`config.mk`:
```
export PLATFORM = sky130hd
export DESIGN_NAME = canTailChecker
export DESIGN_NICKNAME = d
export VERILOG_FILES = /design/src/rtl/canTailPkg.sv /design/src/rtl/canTailData.sv /design/src/rtl/canTailCtrl.sv /design/src/rtl/canTailChecker.sv
export SDC_FILE = /design/constraint.sdc
export NUM_CORES = 1
export LEC_CHECK = 0
export CAP_MARGIN = 20
export CELL_PAD_IN_SITES_DETAIL_PLACEMENT = 0
export CELL_PAD_IN_SITES_GLOBAL_PLACEMENT = 2
export CORE_AREA = 5 5 85 87
export CTS_CLUSTER_SIZE = 16
export DETAILED_ROUTE_END_ITERATION = 8
export DIE_AREA = 0 0 90 92
export HOLD_SLACK_MARGIN = 0.12
export PLACE_DENSITY = 0.83
export SLEW_MARGIN = 15
export SYNTH_ARGS = -nofsm -noshare
export SYNTH_HDL_FRONTEND = slang
export SYNTH_SLANG_ARGS = --single-unit
```
`constraint.sdc`:
```
create_clock -name clk -period 2.7 [get_ports clk]
set_input_delay 0.27 -clock clk [delete_from_list [all_inputs] [get_ports clk]]
set_output_delay 0.27 -clock clk [all_outputs]
set_load 0.005 [all_outputs]
```
`src/rtl/canTailPkg.sv`:
```
package canTailPkg;

  typedef enum logic [2:0] {
    ERR_BIT   = 3'd0,
    ERR_STUFF = 3'd1,
    ERR_FORM  = 3'd2,
    ERR_ACK   = 3'd3,
    ERR_CRC   = 3'd4
  } errTypeE;

  typedef enum logic [2:0] {
    POS_OTHER = 3'd0,
    POS_ARB   = 3'd1,
    POS_CTRL  = 3'd2,
    POS_DATA  = 3'd3,
    POS_CRC   = 3'd4,
    POS_ACK   = 3'd5
  } errPosE;

  // strobes from control to datapath
  typedef struct packed {
    logic    clrCrc;
    logic    shiftCrc;
    logic    capEn;
    errTypeE capType;
    errPosE  capPos;
  } tailStrobeT;

endpackage

```
`src/rtl/canTailData.sv`:
```
module canTailData
  import canTailPkg::*;
#(
  parameter int MAX_CRC_W = 21,
  localparam int WW = $clog2(MAX_CRC_W + 1)
) (
  input  logic                 clk,
  input  logic                 rstN,
  input  tailStrobeT           strb,
  input  logic                 rxBit,
  input  logic [WW-1:0]        crcWidth,
  input  logic [MAX_CRC_W-1:0] crcCalc,
  output logic                 crcMismatch,
  output logic [2:0]           capErrType,
  output logic [2:0]           capErrPos
);

  logic [MAX_CRC_W-1:0] rxCrc;
  logic [MAX_CRC_W-1:0] widthMask;

  // valid-bit mask derived from the selected CRC width
  for (genvar i = 0; i < MAX_CRC_W; i++) begin : g_mask
    assign widthMask[i] = (crcWidth > WW'(i));
  end

  always_ff @(posedge clk or negedge rstN) begin
    if (!rstN) begin
      rxCrc <= '0;
    end else if (strb.clrCrc) begin
      rxCrc <= '0;
    end else if (strb.shiftCrc) begin
      rxCrc <= {rxCrc[MAX_CRC_W-2:0], rxBit};
    end
  end

  assign crcMismatch = |((rxCrc ^ crcCalc) & widthMask);

  always_ff @(posedge clk or negedge rstN) begin
    if (!rstN) begin
      capErrType <= ERR_BIT;
      capErrPos  <= POS_OTHER;
    end else if (strb.capEn) begin
      capErrType <= strb.capType;
      capErrPos  <= strb.capPos;
    end
  end

  // capture changes only on a capture strobe
  p_cap_hold_r10: assert property (@(posedge clk) disable iff (!rstN)
    !strb.capEn |=> $stable({capErrType, capErrPos}));

  // received CRC frozen when not shifting or clearing
  p_crc_frozen_r1: assert property (@(posedge clk) disable iff (!rstN)
    !strb.shiftCrc && !strb.clrCrc |=> $stable(rxCrc));

endmodule

```
`src/rtl/canTailCtrl.sv`:
```
module canTailCtrl
  import canTailPkg::*;
(
  input  logic       clk,
  input  logic       rstN,
  input  logic       frameStart,
  input  logic       samplePt,
  input  logic       rxBit,
  input  logic       inCrcField,
  input  logic       inCrcDelim,
  input  logic       inAckSlot,
  input  logic       inAckDelim,
  input  logic       isTransmitter,
  input  logic       extErr,
  input  logic [2:0] extErrType,
  input  logic [2:0] extErrPos,
  input  logic       crcMismatch,
  output tailStrobeT strb,
  output logic       txLine,
  output logic       errFrameReq
);

  logic crcDone;
  logic crcBad;
  logic errSeen;

  logic sampCrc, sampDelim, sampAck, sampAckDel;
  logic formErr, ackErr, crcFire, intErr;
  errTypeE intType;

  assign sampCrc    = samplePt & inCrcField;
  assign sampDelim  = samplePt & inCrcDelim;
  assign sampAck    = samplePt & inAckSlot;
  assign sampAckDel = samplePt & inAckDelim;

  // fixed-form bits sampled dominant
  assign formErr = (sampDelim | sampAckDel) & ~rxBit & ~errSeen;
  // transmitter saw nobody acknowledge
  assign ackErr  = sampAck & isTransmitter & rxBit & ~errSeen;
  // pending mismatch released at the end of the ACK delimiter
  assign crcFire = sampAckDel & rxBit & crcBad & ~errSeen;
  assign intErr  = formErr | ackErr | crcFire;

  always_comb begin
    if (formErr)     intType = ERR_FORM;
    else if (ackErr) intType = ERR_ACK;
    else             intType = ERR_CRC;
  end

  always_comb begin
    strb.clrCrc   = frameStart;
    strb.shiftCrc = sampCrc & ~crcDone;
    strb.capEn    = (intErr | extErr) & ~errSeen;
    if (intErr) begin
      strb.capType = intType;
      strb.capPos  = POS_ACK;
    end else begin
      strb.capType = errTypeE'(extErrType);
      strb.capPos  = errPosE'(extErrPos);
    end
  end

  always_ff @(posedge clk or negedge rstN) begin
    if (!rstN) begin
      crcDone     <= 1'b0;
      crcBad      <= 1'b0;
      errSeen     <= 1'b0;
      errFrameReq <= 1'b0;
    end else begin
      errFrameReq <= intErr;
      if (frameStart) begin
        crcDone <= 1'b0;
        crcBad  <= 1'b0;
        errSeen <= 1'b0;
      end else begin
        if (strb.capEn) errSeen <= 1'b1;
        if (sampDelim && !crcDone) begin
          crcDone <= 1'b1;
          // a dominant delimiter is a form error; the mismatch is dropped
          crcBad  <= crcMismatch & rxBit & ~isTransmitter;
        end
      end
    end
  end

  assign txLine = ~(inAckSlot & ~isTransmitter & crcDone & ~crcBad & ~errSeen);

  // request is a single-clock pulse
  p_req_pulse_r4: assert property (@(posedge clk) disable iff (!rstN)
    errFrameReq |=> !errFrameReq);

  // request only follows a sample point
  p_req_after_sample_r4: assert property (@(posedge clk) disable iff (!rstN)
    errFrameReq |-> $past(samplePt));

  // pending mismatch never acknowledges
  p_ack_withheld_r3: assert property (@(posedge clk) disable iff (!rstN)
    crcBad && inAckSlot |-> txLine);

  // transmitter never drives dominant here
  p_tx_no_ack_r9: assert property (@(posedge clk) disable iff (!rstN)
    isTransmitter |-> txLine);

endmodule

```
`src/rtl/canTailChecker.sv`:
```
module canTailChecker
  import canTailPkg::*;
#(
  parameter int MAX_CRC_W = 21,
  localparam int WW = $clog2(MAX_CRC_W + 1)
) (
  input  logic                 clk,
  input  logic                 rstN,
  input  logic                 frameStart,
  input  logic                 samplePt,
  input  logic                 rxBit,
  input  logic                 inCrcField,
  input  logic                 inCrcDelim,
  input  logic                 inAckSlot,
  input  logic                 inAckDelim,
  input  logic                 isTransmitter,
  input  logic [WW-1:0]        crcWidth,
  input  logic [MAX_CRC_W-1:0] crcCalc,
  input  logic                 extErr,
  input  logic [2:0]           extErrType,
  input  logic [2:0]           extErrPos,
  output logic                 txLine,
  output logic                 errFrameReq,
  output logic [2:0]           capErrType,
  output logic [2:0]           capErrPos
);

  tailStrobeT strb;
  logic       crcMismatch;

  canTailCtrl u_ctrl (
    .clk(clk), .rstN(rstN), .frameStart(frameStart), .samplePt(samplePt),
    .rxBit(rxBit), .inCrcField(inCrcField), .inCrcDelim(inCrcDelim),
    .inAckSlot(inAckSlot), .inAckDelim(inAckDelim),
    .isTransmitter(isTransmitter), .extErr(extErr), .extErrType(extErrType),
    .extErrPos(extErrPos), .crcMismatch(crcMismatch), .strb(strb),
    .txLine(txLine), .errFrameReq(errFrameReq)
  );

  canTailData #(.MAX_CRC_W(MAX_CRC_W)) u_data (
    .clk(clk), .rstN(rstN), .strb(strb), .rxBit(rxBit), .crcWidth(crcWidth),
    .crcCalc(crcCalc), .crcMismatch(crcMismatch), .capErrType(capErrType),
    .capErrPos(capErrPos)
  );

  // capture is "other" when reset is released
  p_reset_pos_r6: assert property (@(posedge clk)
    $rose(rstN) |-> (capErrPos == 3'd0 && capErrType == 3'd0));

endmodule

```
# [Word-level counts from Yosys, hierarchy flattened]
# Cells that the tools add are included.
[word_totals] regBits=31 in_bits=43 output_inout_bits=8 word_cells=77
[op_classes] order_cmp=21 muxes=11 bitwise=32 reduce_logical=6
[ops] cell="$mux 21" n=2
[ops] cell="$gt 5x4->1 const B" n=8
[ops] cell="$gt 5x5->1 const B" n=5
[ops] cell="$and 21x21->21" n=1
[ops] cell="$reduce_or 21->1" n=1
[ops] cell="$xor 21x21->21" n=1
[ops] cell="$and 1x1->1" n=20
[ops] cell="$gt 5x3->1 const B" n=4
[ops] cell="$gt 5x1->1 const B" n=2
[ops] cell="$gt 5x2->1 const B" n=2
[ops] cell="$mux 1" n=6
[ops] cell="$mux 3" n=2
[ops] cell="$mux 6" n=1
[ops] cell="$not 1->1" n=6
[ops] cell="$reduce_bool 2->1" n=3
[ops] cell="$or 1x1->1" n=4
[ops] cell="$logic_and 1x1->1" n=1
[ops] cell="$logic_not 1->1" n=1

# [Logic depth before layout (Yosys ltp)]
# Gate-level depths: netlist of run 1.
[logic_depth] depth_word=10 ltp_mapped=6 depth_no_buf=5

# [Modules after synthesis]
# From an unflattened synthesis of run 1, not the netlist that was laid out.
[hier_totals] cells_unflattened=182 area_unflattened_um2=1853.0
[modules_own_cells] mod="canTailData" n_inst=1 cells_per_inst=148 area_each_um2=1536.5 seq_area_each_um2=675.6
[modules_own_cells] mod="canTailCtrl" n_inst=1 cells_per_inst=34 area_each_um2=316.6 seq_area_each_um2=100.1

# [Worst setup path before layout of run 1]
# Ideal clock, no wire load.
[synth_timing] path_type="reg2reg" from="register u_ctrl.errSeen" to="register u_data.capErrPos[1]" setup_ns=0.140 arrival_ns=1.296 required_time_ns=2.560 path_slack_ns=1.264 stages_incl_launch_ff=6 n_path_buf=1 period_less_slack_ns=1.436 path_cell_list="dfrtp_1 buf_2 nor2b_1 nand4_2 a31oi_1 o22ai_1"
[synth_via] elab_chain_cells=6 word_cells_on_any_way=9 classes_between="mux (1); bitwise (8)"
[synth_lines] item="start: declaration" line="canTailCtrl.sv:25" text="logic errSeen;"
[synth_lines] item="start signal: assignment" line="canTailCtrl.sv:67" text="errSeen <= 1'b0;"
[synth_lines] item="start signal: assignment" line="canTailCtrl.sv:74" text="errSeen <= 1'b0;"
[synth_lines] item="start signal: assignment" line="canTailCtrl.sv:76" text="if (strb.capEn) errSeen <= 1'b1;"
[synth_lines] item="$not 1->1 (*)"
[synth_lines] item="$and 1x1->1, on equally long branches" line="canTailCtrl.sv:37, canTailCtrl.sv:39"
[synth_lines] item="$or 1x1->1 (2 in a row)" line="canTailCtrl.sv:42" text="assign intErr = formErr | ackErr | crcFire;"
[synth_lines] item="$or 1x1->1" line="canTailCtrl.sv:53" text="strb.capEn = (intErr | extErr) & ~errSeen;"
[synth_lines] item="$and 1x1->1" line="canTailCtrl.sv:53"
[synth_lines] item="end signal: assignment" line="canTailData.sv:44" text="capErrPos <= strb.capPos;"
[synth_lines] item="end: declaration" line="canTailData.sv:15" text="output logic [2:0] capErrPos"
# Mark *: on every way between the ends. The rest lies on a longest branch, timed or not.
# A chain may end at the register's enable or synchronous reset.

# [Worst setup path in the final report of run 1]
[layout_timing] from="input isTransmitter" to="output txLine"
[layout_via] elab_chain_cells=6
[layout_lines] item="start: declaration" line="canTailChecker.sv:16" text="input logic isTransmitter,"
[layout_lines] item="$not 1->1" line="canTailCtrl.sv:86" text="assign txLine = ~(inAckSlot & ~isTransmitter & crcDone & ~crcBad & ~errSeen);"
[layout_lines] item="$and 1x1->1 (4 in a row)" line="canTailCtrl.sv:86"
[layout_lines] item="$not 1->1" line="canTailCtrl.sv:86"
[layout_lines] item="end: declaration" line="canTailChecker.sv:22" text="output logic txLine,"
# No other way between the ends.

==> metrics.txt, run 1 <==
status completed; Cell Rows 29; postcts setup bufs 0; diodes inserted 0; cell area after layout 0.00246 sq mm; clk_skew 0.00445 ns; max-slew violation count 0; DP HPWL 3760 microns; clock power share 36.1%; pin count of the biggest net entering global routing 32; Comb power frac 20.2%; asr flop ratio synth 100%; cts repair resizes 0; clock buffer depth 2; die area ~0.0083 sq mm; Die Ht around 92 microns; # H-tree levels 2; setup TNS 0 ns; post-synthesis adder-cell area fraction 0%; post-layout min period 1.90 ns; RSZ-0062 raised after global routing no; Finished Core Util 39.3%; worst flop-to-flop path endpoint u_ctrl.crcBad; leak pwr 0.00101 uW; nets slightly below 300; sequential power share a little over two fifths; clock network latency to the later pin of the worst-skew pair 0.28 ns; WL/cell 15.1 microns; total CTS buffers 5; global-route usage over all layers 12.8%; cts hold-fix bufs 0; R2R cell count 5; Synth top area share 43.7%; Detail Route Antenna Nets 0; worst reg-to-reg setup slack 1.11 ns; via/cell ratio just under 5; RePlAce Congestion between 0.8 and 0.9; Crit path arrival time 1.63 ns; Area contributors post-synth dfrtp_1 (44%), nand2_1 (9.3%), a21oi_1 (9.0%); Power per Cell Area 462 mW/mm^2; Setup CP Type primary input to primary output; crit path launch type primary input; routed wire length 5030 microns; FF+latch count, synth 31; # port buffers 50; Pint 843 uW; clock sinks 31; switch share 25.9%; simple-gate area share of the yosys netlist 17.9%; layout cells sized above 1 7.84%; Synth area leader dfrtp_1; critical path capture point type primary output; Netlist Area Pre-Place 0.00177 sq mm; met3 usage 3.85%; core box area 0.00628 sq mm; largest family of logic cells by synthesized area compound AO/OA/AOI/OAI gates; XOR/XNOR Fraction of Synth Area between 10% and 20%; Psw 295 uW; final hold viol count 0; Cells after Synth between 200 and 250; most frequent cells in the layout clkdlybuf4s50_1 (50), nand2_1 (44), a21oi_1 (32), dfrtp_1 (31), xor2_1 (16); Final Cycle Share 70.2%; P&R area growth vs syn 38.9%; EDFF count, synth 0; Fmax achieved 528 MHz; Final setup viols 0; vias in the first global route 1,774; Finished Layout Cells 332; syn_area_per_cell 8.74 sq um; DRC viols 0; Vias 1,632; CP required 2.43 ns; Area after DPL 0.00236 sq mm; Multi-input gate area 921 sq um; register area 776 sq um; dpl cells 324; CTS tree done; met2 usage between 20% and 30%; Synth Flop Type dfrtp_1; worst rel slew slack 67.8%; initial antenna violation count 0; most used routing layer in global routing met2; YS warnings 0; Worst-Margin Slew 0.481 ns; DRT Pass-1 Iters 4; grt met1 use between 15 and 20%; Initial Utilization 28.3%; clock slew at reported path FFs 0.06 ns; chip width 90 microns; crit-path max FO 4; Post-Syn Nets 246; initial drt markers 68; I/O pin count 51; post-synthesis sequential area ratio 43.7%; FF-to-FF Start u_data.rxCrc[1]; Compound-Gate Fraction of Synth Area 23.6%; CTS root buffer clkbuf_8; maxcap violations 0; first-pass GRT wire length slightly below 9000 microns; count of different cell masters after synthesis 41; leading cell type in the layout, fill and taps excluded clkdlybuf4s50_1; Hold WS about 0.39 ns; Min-Delay Path Class primary input to async pin; peak supply drop 0.000301 V; post-synthesis mux area share 0%; filler instances 670; total gr overflow 0
-- power by group through the flow --
stage          Sequential, uW  Clock [uW]  Combinational [uW]
6_report                  498         411                 229
5_1_grt                   500         444                 254
4_1_cts                   498         422                 233
3_5_place_dp              505           0                 231
3_3_place_gp              506           0                 233
2_1_floorplan             503           0                92.7
-- per-layer routing --
| layer | wire [microns] | vias to the layer above |
|---|---|---|
| li1 | - | 817 |
| met1 | 2510 | 762 |
| met2 | 2160 | 47 |
| met3 | 286 | 6 |
| met4 | 66 | 0 |
| met5 | 0 | - |
-- cells in the mapped netlist, types with 2 or more instances --
cell type and n:
nor4_1 2, nand3b_1 2, xnor2_1 5, o21ai_0 2, o22a_1 4, o22ai_1 5
xor2_1 16, nand3_1 2, a22oi_1 2, a211oi_1 2, nand2_1 44, dfrtp_1 31
a21oi_1 32, inv_1 10, o32ai_1 2, nor4b_1 2, nor3_1 2, clkbuf_1 8
buf_2 2, nor2_1 3, a31oi_1 5
-- how the worst max path moves through the flow --
stage	from	end	slack, ns	cells past startpoint
after floorplan	u_ctrl.errSeen	u_data.capErrPos[1]	1.26	5
after global placement	crcWidth[0]	u_ctrl.crcBad	0.62	6
after detailed placement	crcWidth[2]	u_ctrl.crcBad	0.62	6
after CTS	isTransmitter	txLine	0.80	4
after global routing	u_ctrl.errSeen	txLine	0.71	3
final	isTransmitter	txLine	0.80	4
-- worst max-delay path, cell delays in order --
cell	delay, ns
clkdlybuf4s50_1	0.47
nor4b_1	0.33
nand2_1	0.09
clkdlybuf4s50_1	0.46
-- cells by family after synthesis --
group,after synthesis
compound gates,65
buf+inv,20
flops,31
xor+xnor,21
simple gates,66
-- state kept, by name, indices dropped and copies added, names as in the netlist --
register            cells
u_ctrl.crcDone          1
u_ctrl.errFrameReq      1
u_data.capErrPos        3
u_data.capErrType       3
u_data.rxCrc           21
u_ctrl.errSeen          1
u_ctrl.crcBad           1
-- cell type report --
class | instances | share of cell area (%)
multi-input combinational | 152 | 37.4
timing repair buffer | 54 | 21.5
clock buffer | 7 | 3.91
inverter | 10 | 1.52
clock inverter | 1 | 0.305
tap | 77 | 3.91
sequential | 31 | 31.5
-- through the flow --
stage / power, uW / setup WS, ns
floorplan: 596 / 1.26
global placement: 739 / 0.623
detailed placement: 737 / 0.621
CTS: 1150 / 0.797
global route: 1200 / 0.708
finish: 1140 / 0.805
Note: power is estimated with default switching activity, not from simulation.
==> inputs of run 2 (changes only) <==
Settings changed: CORE_AREA 5 5 85 87 to 5 5 91 93, DIE_AREA 0 0 90 92 to 0 0 96 98, PLACE_DENSITY 0.83 to 0.76.
Clock period 2.7 ns to 1.6 ns, I/O delays scaled along.
==> run 2 against run 1 <==
Against the previous run:
- core utilization is 1.5 points lower
- clock-buffer cell count is 1 lower
- cell area grew 14%
- sequential power grew 68%
- final cell count rose by 17%
- worst setup slack got worse by 0.73 ns
- worst hold slack worse by 0.12 ns
- critical path type is now primary input to flop
- largest cell class unchanged
- highest routed layer unchanged
==> metrics.txt, run 2 (synthesis results as in run 1) <==
status completed (unchanged); CTS tree done (unchanged); Vias 1,740 (was 1,632); worst rel slew slack 71.6% (was 67.8%); Final Cycle Share 95.5%; register area 776 sq um (unchanged); initial drt markers 47 (was 68); filler instances 778 (was 670); Hold WS 0.267 ns (was 0.388 ns); WL/cell 14.0 microns (was 15.1 microns); Max Used Layer met4 (unchanged); Power per Cell Area 748 mW/mm^2 (was 462 mW/mm^2); CP required 1.74 ns (was 2.43 ns); vias in the first global route 1,870 (was 1,774); first-pass GRT wire length 9000 microns (was 8690 microns); clock network latency to the later pin of the worst-skew pair 0.28 ns (about the same); chip width 96 microns (was 90 microns); Multi-input gate area 966 sq um (was 921 sq um); total gr overflow 0 (unchanged); nets 329 (was 297); Largest regs u_data.rxCrc x21, u_data.capErrPos x3, u_data.capErrType x3 (unchanged); DRC viols 0 (unchanged); routed wire length 5440 microns (was 5030 microns); core box area 0.00745 sq mm (was 0.00628 sq mm); Detail Route Antenna Nets 0 (unchanged); crit path launch type primary input (unchanged); max-slew violation count 0 (unchanged); Final setup viols 0 (unchanged); leak pwr 0.00120 uW (was 0.00101 uW); setup TNS 0 ns (unchanged); Cell Rows 32 (was 29); Post-Place Worst Slack -0.254 ns (was 0.621 ns); Initial Utilization 23.8% (was 28.3%); postcts setup bufs 0 (unchanged); total CTS buffers 5 (unchanged); # port buffers 50 (unchanged); maxcap violations 0 (unchanged); layout cells sized above 1 21.3% (was 7.84%); die area 0.00941 sq mm (was 0.00828 sq mm); CTS root buffer clkbuf_8 (unchanged); RSZ-0062 raised after global routing yes (was no); Critical Path Max Stage Delay 0.52 ns (was 0.47 ns); clock buffer depth 2 (unchanged); initial antenna violation count 0 (unchanged); M1 wire length 2480 microns (was 2510 microns); Worst-Margin Slew 0.426 ns (was 0.481 ns); diodes inserted 0 (unchanged); DP HPWL 4190 microns (was 3760 microns); total chip power 2100 uW (was 1140 uW); fin worst setup slack 0.0715 ns (was 0.805 ns); critical path capture point type flop (was primary output); clock slew at reported path FFs 0.07 ns (was 0.06 ns); post-layout min period 1.53 ns; Setup CP Type primary input to flop (was primary input to primary output); P&R area growth vs syn 58.3% (was 38.9%); # H-tree levels 2 (unchanged); WL met2 2490 microns (was 2160 microns); clk_skew 0.00843 ns (was 0.00445 ns); global-route usage over all layers 12.2% (was 12.8%); RePlAce Congestion 0.840 (was 0.816); Slowest-stage cell, CP clkdlybuf4s50_1 (unchanged); Biggest register u_data.rxCrc (unchanged); final hold viol count 0 (unchanged); cts hold-fix bufs 0 (unchanged); max reg flops 21 (unchanged); Min-Delay Path Class primary input to async pin (unchanged); I/O pin count 51 (unchanged); cell area after layout 0.00281 sq mm (was 0.00246 sq mm); Crit path arrival time 1.67 ns (was 1.63 ns); via/cell ratio 4.47 (was 4.92); met3 routed WL 413 microns (was 286 microns); Fmax achieved 654 MHz; crit-path max FO 7 (was 4); most frequent cells in the layout clkdlybuf4s50_1 (48), nand2_1 (44), buf_4 (34), a21oi_1 (32), dfrtp_1 (31) (was clkdlybuf4s50_1 (50), nand2_1 (44), a21oi_1 (32), dfrtp_1 (31), xor2_1 (16)); peak supply drop 0.000521 V (was 0.000301 V); leading cell type in the layout, fill and taps excluded clkdlybuf4s50_1 (unchanged); Area after DPL 0.00265 sq mm (was 0.00236 sq mm); CP Cell Sequence clkdlybuf4s50_1 > o21a_1 > a211oi_1 > o221ai_1 > a211oi_2 > a41oi_1 (was clkdlybuf4s50_1 > nor4b_1 > nand2_1 > clkdlybuf4s50_1); Die Ht 98 microns (was 92 microns); clock sinks 31 (unchanged); DRT Pass-1 Iters 4 (unchanged); pin count of the biggest net entering global routing 32 (unchanged)
run 2: path summary, 6_finish.rpt:
| check | start | slack [ns] | endpoint | cells after the start |
|---|---|---|---|---|
| hold / removal | rstN | 0.27 | u_data.capErrType[2] | 2 |
| min in group clk | rxBit | 0.33 | u_data.rxCrc[0] | 4 |
| setup reg to reg | u_data.rxCrc[4] | 0.08 | u_ctrl.crcBad | 5 |
| setup / recovery | crcWidth[1] | 0.07 | u_ctrl.crcBad | 6 |
| hold reg to reg | u_data.capErrPos[0] | 0.50 | u_data.capErrPos[0] | 1 |
| max in group asynchronous | rstN | 1.01 | u_data.capErrPos[1] | 2 |
run 2: report_power, final:
part           switching [uW]  internal (uW)  total (uW)
clock network             298            504         801
logic                     194            269         463
registers                21.5            816         837
run 2: layer usage:
metal,vias up,GRT usage [%]
met4,0,3.72
met1,802,15.5
met5,-,0
li1,878,-
met2,54,19.2
met3,6,4.31
run 2: stage by stage:
step                      util [%]  cells
after floorplan                  -    203
after global placement        35.5    381
after detailed placement      35.5    381
after CTS                     37.2    389
after global routing          37.7    389
final                         37.7    389
run 2: timing repair:
item                                    CTS  global route
endpoints found under the setup margin    2             5
pin swaps                                 0             3
resized for setup                         3            11
run 2: area by class of cell:
type                            instances  area share (%)
Clock buffer                            6            2.94
Clock inverter                          2            1.25
Inverter                               10            1.34
Multi-Input combinational cell        152            34.4
Sequential cell                        31            27.6
Tap cell                              102            4.54
Timing Repair Buffer                   86            27.9
run 2: critical path: cells and delay by family:
kind | cells | cell delay, ns
AOI/OAI and AO/OA | 5 | 0.98
buffers and inverters | 1 | 0.52
